**config.mk**
```make
export PLATFORM = sky130hd
export DESIGN_NAME = mdio_mgmt_master
export DESIGN_NICKNAME = d
export VERILOG_FILES = /design/src/rtl/mdio_mgmt_pkg.sv /design/src/rtl/mdio_clk_div.sv /design/src/rtl/mdio_cmd_slot.sv /design/src/rtl/mdio_frame_seq.sv /design/src/rtl/mdio_mgmt_master.sv
export SDC_FILE = /design/constraint.sdc
export NUM_CORES = 1
export LEC_CHECK = 0
export BUFFER_PORTS_ARGS = -buffer_cell sky130_fd_sc_hd__buf_4
export CORE_MARGIN = 5
export CORE_UTILIZATION = 38
export CTS_BUF_LIST = sky130_fd_sc_hd__clkbuf_16
export DETAILED_ROUTE_END_ITERATION = 12
export HOLD_SLACK_MARGIN = 0.12
export PLACE_DENSITY = 0.68
export SLEW_MARGIN = 20
export SYNTH_ARGS = -nofsm -noshare
export SYNTH_HDL_FRONTEND = slang
export SYNTH_SLANG_ARGS = --single-unit
```
**constraint.sdc**
```tcl
create_clock -name clk -period 1.85 [get_ports clk]
set_clock_uncertainty 0.1 [all_clocks]
set_input_delay 0.2775 -clock clk [delete_from_list [all_inputs] [get_ports clk]]
set_output_delay 0.2775 -clock clk [all_outputs]
set_load 0.05 [all_outputs]
```
**src/rtl/mdio_mgmt_pkg.sv**
```systemverilog
// Package: shared constants and types for the MDIO management master.
// Assumes a byte-offset register bus with 4 address bits.
package mdio_mgmt_pkg;

    localparam logic [3:0] OFS_STATUS = 4'h0;
    localparam logic [3:0] OFS_CMD    = 4'h8;
    localparam logic [3:0] OFS_RESULT = 4'hC;

    localparam int CMD_VALID_BIT = 31;
    localparam int CMD_WR_BIT    = 1;
    localparam int CMD_RD_BIT    = 2;
    localparam int CMD_PHY_LSB   = 25;
    localparam int CMD_REG_LSB   = 20;
    localparam int CMD_DAT_LSB   = 4;

    localparam int STAT_WAIT_BIT = 2;
    localparam int STAT_BUSY_BIT = 3;

    typedef enum logic [1:0] {
        OP_NONE  = 2'b00,
        OP_WRITE = 2'b01,
        OP_READ  = 2'b10
    } mgmt_op_e;

    typedef struct packed {
        mgmt_op_e    op;
        logic [4:0]  phy;
        logic [4:0]  regad;
        logic [15:0] wdata;
    } mgmt_cmd_t;

endpackage

```
**src/rtl/mdio_clk_div.sv**
```systemverilog
// Module: MDC generator. Divides clk by 2*HALF_DIV and emits one-cycle
// ticks on the cycle before MDC rises or falls.
// Assumes HALF_DIV >= 1. MDC is low out of reset.
module mdio_clk_div #(
    parameter int HALF_DIV = 4
) (
    input  logic clk,
    input  logic rst_n,
    output logic mdc,
    output logic rise_tick,
    output logic fall_tick
);

    localparam int CW = (HALF_DIV > 1) ? $clog2(HALF_DIV) : 1;
    localparam logic [CW-1:0] LAST = CW'(HALF_DIV - 1);

    logic [CW-1:0] cnt_q;
    logic          wrap_w;

    assign wrap_w    = (cnt_q == LAST);
    assign rise_tick = wrap_w & ~mdc;
    assign fall_tick = wrap_w &  mdc;

    // Count system clocks per half period and toggle MDC on wrap.
    always_ff @(posedge clk) begin
        if (!rst_n) begin
            cnt_q <= '0;
            mdc   <= 1'b0;
        end else if (wrap_w) begin
            cnt_q <= '0;
            mdc   <= ~mdc;
        end else begin
            cnt_q <= cnt_q + 1'b1;
        end
    end

endmodule

```
**src/rtl/mdio_cmd_slot.sv**
```systemverilog
// Module: single-entry command slot. Decodes writes to the command offset,
// accepts well-formed commands only while empty, and empties on take.
// Assumes take is only raised while pending is high.
module mdio_cmd_slot
    import mdio_mgmt_pkg::*;
(
    input  logic        clk,
    input  logic        rst_n,
    input  logic        wr_en,
    input  logic [3:0]  wr_addr,
    input  logic [31:0] wr_data,
    input  logic        take,
    output logic        pending,
    output mgmt_cmd_t   cmd_q
);

    logic      is_wr_op, is_rd_op, accept_w;
    mgmt_cmd_t decoded_w;
    logic      unused_bits;

    assign unused_bits = ^{wr_data[30], wr_data[3], wr_data[0]};

    assign is_wr_op = wr_data[CMD_WR_BIT];
    assign is_rd_op = wr_data[CMD_RD_BIT];

    // Accept only a valid command with exactly one operation, into an empty slot.
    assign accept_w = wr_en && (wr_addr == OFS_CMD) && wr_data[CMD_VALID_BIT]
                      && (is_wr_op ^ is_rd_op) && !pending;

    // Unpack the command fields from the bus word.
    always_comb begin
        decoded_w.op    = is_rd_op ? OP_READ : OP_WRITE;
        decoded_w.phy   = wr_data[CMD_PHY_LSB +: 5];
        decoded_w.regad = wr_data[CMD_REG_LSB +: 5];
        decoded_w.wdata = wr_data[CMD_DAT_LSB +: 16];
    end

    // Fill the slot on accept, empty it when the sequencer takes it.
    always_ff @(posedge clk) begin
        if (!rst_n) begin
            pending <= 1'b0;
            cmd_q   <= '0;
        end else if (accept_w) begin
            pending <= 1'b1;
            cmd_q   <= decoded_w;
        end else if (take) begin
            pending <= 1'b0;
        end
    end

endmodule

```
**src/rtl/mdio_frame_seq.sv**
```systemverilog
// Module: frame sequencer. Takes a pending command on an MDC falling tick,
// shifts the frame out MSB first, releases MDIO for read turnaround/data,
// samples MDIO on rising ticks and updates the result when the frame ends.
// Assumes rise_tick and fall_tick are never high together.
module mdio_frame_seq
    import mdio_mgmt_pkg::*;
#(
    parameter int PRE_LEN = 32
) (
    input  logic        clk,
    input  logic        rst_n,
    input  logic        rise_tick,
    input  logic        fall_tick,
    input  logic        pending,
    input  mgmt_cmd_t   cmd,
    input  logic        mdio_in,
    output logic        take,
    output logic        busy,
    output logic        mdio_out,
    output logic        mdio_oe,
    output logic [15:0] rd_data,
    output logic [1:0]  rd_err
);

    localparam int FL   = PRE_LEN + 32;
    localparam int IW   = $clog2(FL);
    localparam logic [IW-1:0] LAST_IDX = IW'(FL - 1);
    localparam logic [IW-1:0] TA_IDX   = IW'(PRE_LEN + 14);
    localparam logic [IW-1:0] TA2_IDX  = IW'(PRE_LEN + 15);
    localparam logic [IW-1:0] DAT_IDX  = IW'(PRE_LEN + 16);

    logic [FL-1:0] frame_w;
    logic [FL-1:0] shreg_q;
    logic [IW-1:0] idx_q, nxt_idx_w;
    logic          is_rd_q, ta_bad_q;
    logic [15:0]   rx_q;
    logic [1:0]    opcode_w;
    logic [15:0]   wd_w;

    assign opcode_w  = (cmd.op == OP_READ) ? 2'b10 : 2'b01;
    assign wd_w      = (cmd.op == OP_READ) ? 16'hFFFF : cmd.wdata;
    assign frame_w   = {{PRE_LEN{1'b1}}, 2'b01, opcode_w, cmd.phy, cmd.regad, 2'b10, wd_w};
    assign take      = !busy && pending && fall_tick;
    assign nxt_idx_w = idx_q + 1'b1;

    // Launch, shift and close frames; sample read bits on rising ticks.
    always_ff @(posedge clk) begin
        if (!rst_n) begin
            busy     <= 1'b0;
            mdio_out <= 1'b1;
            mdio_oe  <= 1'b0;
            shreg_q  <= '0;
            idx_q    <= '0;
            is_rd_q  <= 1'b0;
            ta_bad_q <= 1'b0;
            rx_q     <= '0;
            rd_data  <= '0;
            rd_err   <= '0;
        end else if (!busy) begin
            if (take) begin
                busy     <= 1'b1;
                mdio_out <= frame_w[FL-1];
                mdio_oe  <= 1'b1;
                shreg_q  <= frame_w << 1;
                idx_q    <= '0;
                is_rd_q  <= (cmd.op == OP_READ);
                ta_bad_q <= 1'b0;
                rx_q     <= '0;
            end
        end else begin
            if (fall_tick) begin
                if (idx_q == LAST_IDX) begin
                    busy     <= 1'b0;
                    mdio_out <= 1'b1;
                    mdio_oe  <= 1'b0;
                    if (is_rd_q) begin
                        rd_data <= rx_q;
                        rd_err  <= {ta_bad_q, ta_bad_q};
                    end
                end else begin
                    idx_q    <= nxt_idx_w;
                    mdio_out <= shreg_q[FL-1];
                    shreg_q  <= shreg_q << 1;
                    mdio_oe  <= !(is_rd_q && (nxt_idx_w >= TA_IDX));
                end
            end
            if (rise_tick && is_rd_q) begin
                if (idx_q == TA2_IDX) begin
                    ta_bad_q <= mdio_in;
                end
                if (idx_q >= DAT_IDX) begin
                    rx_q <= {rx_q[14:0], mdio_in};
                end
            end
        end
    end

endmodule

```
**src/rtl/mdio_mgmt_master.sv**
```systemverilog
// Module: top of the MDIO management master. Register bus front end,
// command slot, MDC divider and frame sequencer.
// Assumes an external tri-state pad built from mdio_out/mdio_oe.
module mdio_mgmt_master
    import mdio_mgmt_pkg::*;
#(
    parameter int HALF_DIV = 4,
    parameter int PRE_LEN  = 32
) (
    input  logic        clk,
    input  logic        rst_n,
    input  logic [3:0]  reg_addr,
    input  logic        reg_wr,
    input  logic [31:0] reg_wdata,
    output logic [31:0] reg_rdata,
    output logic        mdc,
    output logic        mdio_out,
    output logic        mdio_oe,
    input  logic        mdio_in
);

    logic        rise_tick_w, fall_tick_w;
    logic        pending_w, busy_w, take_w;
    mgmt_cmd_t   cmd_w;
    logic [15:0] rd_data_w;
    logic [1:0]  rd_err_w;

    mdio_clk_div #(.HALF_DIV(HALF_DIV)) u_div (
        .clk       (clk),
        .rst_n     (rst_n),
        .mdc       (mdc),
        .rise_tick (rise_tick_w),
        .fall_tick (fall_tick_w)
    );

    mdio_cmd_slot u_slot (
        .clk     (clk),
        .rst_n   (rst_n),
        .wr_en   (reg_wr),
        .wr_addr (reg_addr),
        .wr_data (reg_wdata),
        .take    (take_w),
        .pending (pending_w),
        .cmd_q   (cmd_w)
    );

    mdio_frame_seq #(.PRE_LEN(PRE_LEN)) u_seq (
        .clk       (clk),
        .rst_n     (rst_n),
        .rise_tick (rise_tick_w),
        .fall_tick (fall_tick_w),
        .pending   (pending_w),
        .cmd       (cmd_w),
        .mdio_in   (mdio_in),
        .take      (take_w),
        .busy      (busy_w),
        .mdio_out  (mdio_out),
        .mdio_oe   (mdio_oe),
        .rd_data   (rd_data_w),
        .rd_err    (rd_err_w)
    );

    // Read mux for status and result offsets.
    always_comb begin
        reg_rdata = '0;
        case (reg_addr)
            OFS_STATUS: begin
                reg_rdata[STAT_WAIT_BIT] = pending_w;
                reg_rdata[STAT_BUSY_BIT] = busy_w;
            end
            OFS_RESULT: reg_rdata[17:0] = {rd_err_w, rd_data_w};
            default:    reg_rdata = '0;
        endcase
    end

endmodule

```
==> results of run 1 <==
registers in the layout, indices dropped and copies added (netlist names):
signal	flops
u_seq.shreg_q	63
u_seq.idx_q	6
u_seq.ta_bad_q	1
u_seq.rd_data	16
u_slot.cmd_q	28
u_seq.rd_err	1
u_div.mdc	1
u_seq.busy	1
u_seq.mdio_oe	1
u_seq.mdio_out	1
u_seq.is_rd_q	1
u_slot.pending	1
u_seq.rx_q	16
u_div.cnt_q	2
routing by layer:
layer	vias to the layer above	wire length [um]	GRT usage, %
met1	2107	5820	18.0
met2	69	5430	21.8
met3	15	497	5.15
li1	2384	-	-
met5	-	0	0
met4	0	158	4.34
per-stage QoR:
stage	std cells	power, mW
floorplan	665	3.24
detailed placement	871	3.32
CTS	932	6.84
global route	932	7.01
global placement	871	3.32
finish	932	6.76
path summary, 6_finish.rpt:
path / slack (ns) / startpoint / to
worst min-delay path: 0.19 / rst_n / u_seq.mdio_out
worst min register to register: 0.35 / u_slot.cmd_q[8] / u_slot.cmd_q[8]
worst max register to register: 0.10 / u_div.cnt_q[0] / u_seq.shreg_q[10]
worst max-delay path: 0.10 / u_div.cnt_q[0] / u_seq.shreg_q[10]
final cells by class:
type | count | area (sq um) | area share (%)
Clock buffer | 17 | 425 | 5.86
Clock inverter | 15 | 181 | 2.50
Inverter | 18 | 68.8 | 0.949
Multi-Input combinational cell | 443 | 2490 | 34.3
Sequential cell | 139 | 2790 | 38.4
Tap cell | 184 | 230 | 3.17
Timing Repair Buffer | 116 | 1070 | 14.7
worst reg2reg max path: stages, from the launching register on:
cell      delay, ns
dfxtp_1        0.34
ha_2           0.27
o211a_1        0.21
o21a_4         0.23
buf_12         0.19
nor2_1         0.06
a311oi_1       0.26
power breakdown:
group	leakage [nW]	internal [mW]	switching (mW)
sequential	1.12	3.00	0.00873
combinational	1.32	0.123	0.172
clock	0.308	2.23	1.23
total	2.75	5.36	1.41
cells in the final DEF, fill, tap and decap left out, types with 3 or more instances in the layout:
| master | count |
|---|---|
| a31oi_1 | 3 |
| bufinv_16 | 4 |
| o31ai_1 | 3 |
| mux2i_1 | 29 |
| a311oi_1 | 15 |
| clkbuf_16 | 17 |
| buf_12 | 10 |
| nand3_1 | 22 |
| a211oi_2 | 9 |
| nor2_1 | 90 |
| nand3b_1 | 3 |
| and2_1 | 16 |
| a21oi_1 | 56 |
| conb_1 | 14 |
| dlygate4sd3_1 | 29 |
| inv_1 | 19 |
| clkinv_2 | 5 |
| nor3_1 | 4 |
| nand2_1 | 84 |
| buf_4 | 77 |
| dfxtp_1 | 136 |
| o21ai_0 | 22 |
| o22ai_1 | 34 |
| a211oi_1 | 3 |
cell families after synthesis:
group,count (synthesis),synth area share (%)
buf+inv,83,8.03
fa+ha+maj,3,0.665
flops,139,49.3
xor+xnor,2,0.311
other cells,1,0.0665
simple gates,239,18.8
mux,29,5.15
compound gates,156,17.7
repair_timing:
item                       4_1_cts  5_1_grt
pin swaps                        0        2
setup endpoints to repair       11       83
gates resized for setup          1        7
hold endpoints to repair        30        0
hold buffers                    29        0
==> results.ini, run 1 <==
[critical_path]
cp_num_cells=6
cpPeakStageDelay_ns=0.34
worst-path-max-fanout=27
crit_type=flip-flop to flip-flop
worstPathCellList=ha_2 > o211a_1 > o21a_4 > buf_12 > nor2_1 > a311oi_1
worstSetupEndpointType=flip-flop
cp_top_family=compound AO/OA/AOI/OAI gates
setup.worst_path.start_class=flip-flop
crit_slowest_cell=dfxtp_1
worstPathRequired_ns=2.07
reg2reg_depth=6
cp.arrival_ns=1.97
path_buf_inv=1

[placement]
placed_area_sq_mm=0.00632
place_ws_ns=-0.0280
gp_congestion=0.817
io_buffers=57
hpwl_um=7380

[job]
maxCapViolations=0

[sta]
fin_crit_ns=1.75
layout_setup_ws_ns=0.104
timing.fmax_ghz=0.573
rsz0062_at_grt=no
final_max_slew_viol_count=0
setup_viol=0
whs_ns=0.185
tns_ns=0
period_share_pct=94.4
hold_viol=0

[clocking]
clkTransAtPathRegs_ns=0.06
cts-buffers-inserted=17
cts_tree=yes
htree_levels=4
clkLatencyLatePin_ns=0.41
root_buffer=clkbuf_16
post_cts_buffers=0
clock_sinks=139
clockBufferDepth=2

[final_layout]
syn_to_final_growth_pct=28.6
fin_area_sq_mm=0.00725
n_antenna_cell=0
fill_cells=1364
drive_gt1_share_pct=18.6
fin_util_pct=49.9
nets=778

[yosys]
syn_inst=652
synthArstFlopShare_pct=0
synth_cell_types=45
yosys.area.top_type=dfxtp_1
synth.yosys.warnings=0
synth-edff-count=0
synth_top_area_share_pct=49.3
ys_seq_area_share_pct=49.3
ys.flop_type=dfxtp_1
yosysMostFrequentCell=dfxtp_1
syn_area_per_cell_sq_um=8.65
synth_common_cells=dfxtp_1, nor2_1, nand2_1, a21oi_1, o22ai_1
ys_ff_latch=139
yosys-top-cells-area=dfxtp_1, nor2_1, nand2_1
syn_area_sq_mm=0.00564

[worst_hold_path]
min_path_type=input pin to flip-flop
hold_depth=3

[power]
leakagePower_nw=2.75
p_per_area_mw_per_mm2=932
ir_drop_v=0.000473

[floorplanning]
fp.dieW_um=132
dieArea_sq_mm=0.0174
die_h_um=132
io_pins=75
std_cell_rows=44
coreArea_sq_mm=0.0145
start_util_pct=38.8

[routing]
vias_per_cell=4.91
drt-total-wl_um=11900
post-route-drc-count=0
vias=4575
wl_per_cell_um=12.8
drtIter0Drc=299
drt_pass1_iterations=4
ant_nets=0

[global_routing]
first_global_vias=4321
grt-ovfl-total=0
grt_pass1_wl_um=20400
grt_use_total_pct=13.9
grt_max_degree=51
antenna_found_initial=0

[run_status]
status=complete, no violations

No activity file was read; power rests on OpenSTA's default activity.
==> run 2, diff against run 1 <==
--- a/config.mk
+++ b/config.mk
@@ -6,12 +6,13 @@
 export NUM_CORES = 1
 export LEC_CHECK = 0
 export BUFFER_PORTS_ARGS = -buffer_cell sky130_fd_sc_hd__buf_4
-export CORE_MARGIN = 5
+export CORE_MARGIN = 3
 export CORE_UTILIZATION = 38
 export CTS_BUF_LIST = sky130_fd_sc_hd__clkbuf_16
 export DETAILED_ROUTE_END_ITERATION = 12
 export HOLD_SLACK_MARGIN = 0.12
 export PLACE_DENSITY = 0.68
+export RECOVER_POWER = 100
 export SLEW_MARGIN = 20
 export SYNTH_ARGS = -nofsm -noshare
 export SYNTH_HDL_FRONTEND = slang
==> run 2 against run 1 <==
  * Global-route usage grew 1.5 points
  * Sequential share of layout area grew 1.1 points
  * Non-clock buffer count shrank 6
  * Total power shrank 4.4%
  * Die area shrank 6.0%
  * Via count grew 3.2%
  * Utilization shrank 0.28 points
  * Final cell count shrank 1.1%
  * Largest power group unchanged
==> results.ini, run 2 (synthesis results as in run 1) <==
[global_routing]
grt.busiest_layer=met2
grt_pass1_wl_um=20900
met2_usage_pct=25.8
first_global_vias=4538
grt_max_degree=52
grt_use_total_pct=15.4
met3_usage_pct=4.13
use_met1_pct=19.3
antenna_found_initial=0
grt-ovfl-total=0

[sta]
tightest_slew_ns=0.636
period_share_pct=94.3
final_max_slew_viol_count=0
max-slew-margin-rel_pct=57.8
setup_viol=0
fin_crit_ns=1.74
timing.fmax_ghz=0.573
tns_ns=0
layout_setup_ws_ns=0.106
whs_ns=0.162
rsz0062_at_grt=no
hold_viol=0

[power]
power_switching_mw=1.39
swShare_pct=21.5
power_frac_comb_pct=4.5
ir_drop_v=0.000706
leakagePower_nw=2.64
internal_power_mw=5.08
p_per_area_mw_per_mm2=917
pwr-share-clk_pct=48.9
seq_power_share_pct=46.6

[clocking]
clockBufferDepth=2
root_buffer=clkbuf_16
cts_tree=yes
clkLatencyLatePin_ns=0.41
htree_levels=4
cts-buffers-inserted=17
clkTransAtPathRegs_ns=0.06
clock_sinks=139

[final_layout]
fin_util_pct=49.6
stdcell_count=922
fill_cells=1296
drive_gt1_share_pct=16.7
final_common_cell=dfxtp_1
n_antenna_cell=0
largest_reg_flops=63
nets=772
final_cell_mix=dfxtp_1, nor2_1, nand2_1
regMostFlops=u_seq.shreg_q
syn_to_final_growth_pct=25.0
top_regs=u_seq.shreg_q: 63 flops, u_slot.cmd_q: 28 flops

[job]
maxCapViolations=0

[floorplanning]
std_cell_rows=43
coreArea_sq_mm=0.0142
fp.dieW_um=128
die_h_um=128
io_pins=75
start_util_pct=39.7
dieArea_sq_mm=0.0163

[critical_path]
path_buf_inv=1
crit_type=flip-flop to flip-flop
worstPathCellList=ha_4 > buf_4 > nand3_1 > nor2_1 > nor2_1 > a211oi_1
critPathLaunch=u_div.cnt_q[0]
r2r-start=u_div.cnt_q[0]
cp_top_family=simple AND/OR/NAND/NOR gates
cpPeakStageDelay_ns=0.39
worstSetupEndpointType=flip-flop
setup.worst_path.start_class=flip-flop
crit_path_frequent_cell=nor2_1
worstPathRequired_ns=2.06
worst-path-max-fanout=7
crit_slowest_cell=dfxtp_1
cp.arrival_ns=1.95

[routing]
post-route-drc-count=0
wl_per_cell_um=13.4
vias_per_cell=5.12
drt-total-wl_um=12400
drtIter0Drc=408
ant_nets=0
vias=4723
drt_pass1_iterations=5

[placement]
placed_cells=860
hpwl_um=7590
io_buffers=57
place_ws_ns=-0.0424
gp_congestion=0.819

[run_status]
status=complete, no violations

[worst_hold_path]
hold_start=rst_n
min_path_type=input pin to flip-flop

[run 2: changes by cell type in the layout (fill, tap and decap cells not counted), sizes merged]
cell,previous run,this run
buf,87,66
clkbuf,17,31
clkinvlp,0,5
bufinv,4,2
inv,20,18
bufbuf,0,1
clkinv,9,8
[run 2: worst paths after layout]
kind,end,slack (ns),cells past startpoint
setup / recovery,u_seq.idx_q[0],0.11,6
hold / removal,u_slot.cmd_q[10],0.16,3
setup reg to reg,u_seq.idx_q[0],0.11,6
hold reg to reg,u_slot.cmd_q[24],0.35,2
[run 2: worst reg2reg max path: stages, from the launching register on]
cell and delay, ns:
dfxtp_1 0.39, ha_4 0.20, buf_4 0.13, nand3_1 0.18, nor2_1 0.34, nor2_1 0.08, a211oi_1 0.23
[run 2: area by class of cell]
cell class | instances | area, sq um | share of cell area [%]
Inverter | 18 | 68.8 | 0.976
Clock inverter | 15 | 134 | 1.90
Sequential cell | 139 | 2790 | 39.6
Tap cell | 180 | 225 | 3.19
Multi-Input combinational cell | 443 | 2460 | 34.9
Clock buffer | 17 | 425 | 6.03
Timing Repair Buffer | 110 | 946 | 13.4
[run 2: stage by stage]
stage	cell area (sq um)	total power [mW]
3_3_place_gp	6210	3.31
3_5_place_dp	6210	3.32
6_report	7050	6.47
2_1_floorplan	5690	3.24
5_1_grt	7050	6.72
4_1_cts	7110	6.53
[run 2: metal layers]
layer / up-vias / routed length [um]
met5: - / 0
met2: 96 / 6190
li1: 2366 / -
met4: 0 / 116
met1: 2251 / 5590
met3: 10 / 497
[run 2: timing repair]
action,CTS,global route
endpoints found under the setup margin,48,72
resized for setup,3,7
gates cloned,1,0
hold endpoints to repair,30,0
buffers inserted,0,0
hold buffers,29,0
pin swaps,0,2
[run 2: power groups by stage]
stage	clock (mW)	combinational [mW]	sequential [mW]
after global placement	0	0.236	3.08
final	3.16	0.290	3.02
after detailed placement	0	0.239	3.08
after CTS	3.23	0.289	3.01
after global routing	3.39	0.315	3.01
after floorplan	0	0.161	3.08
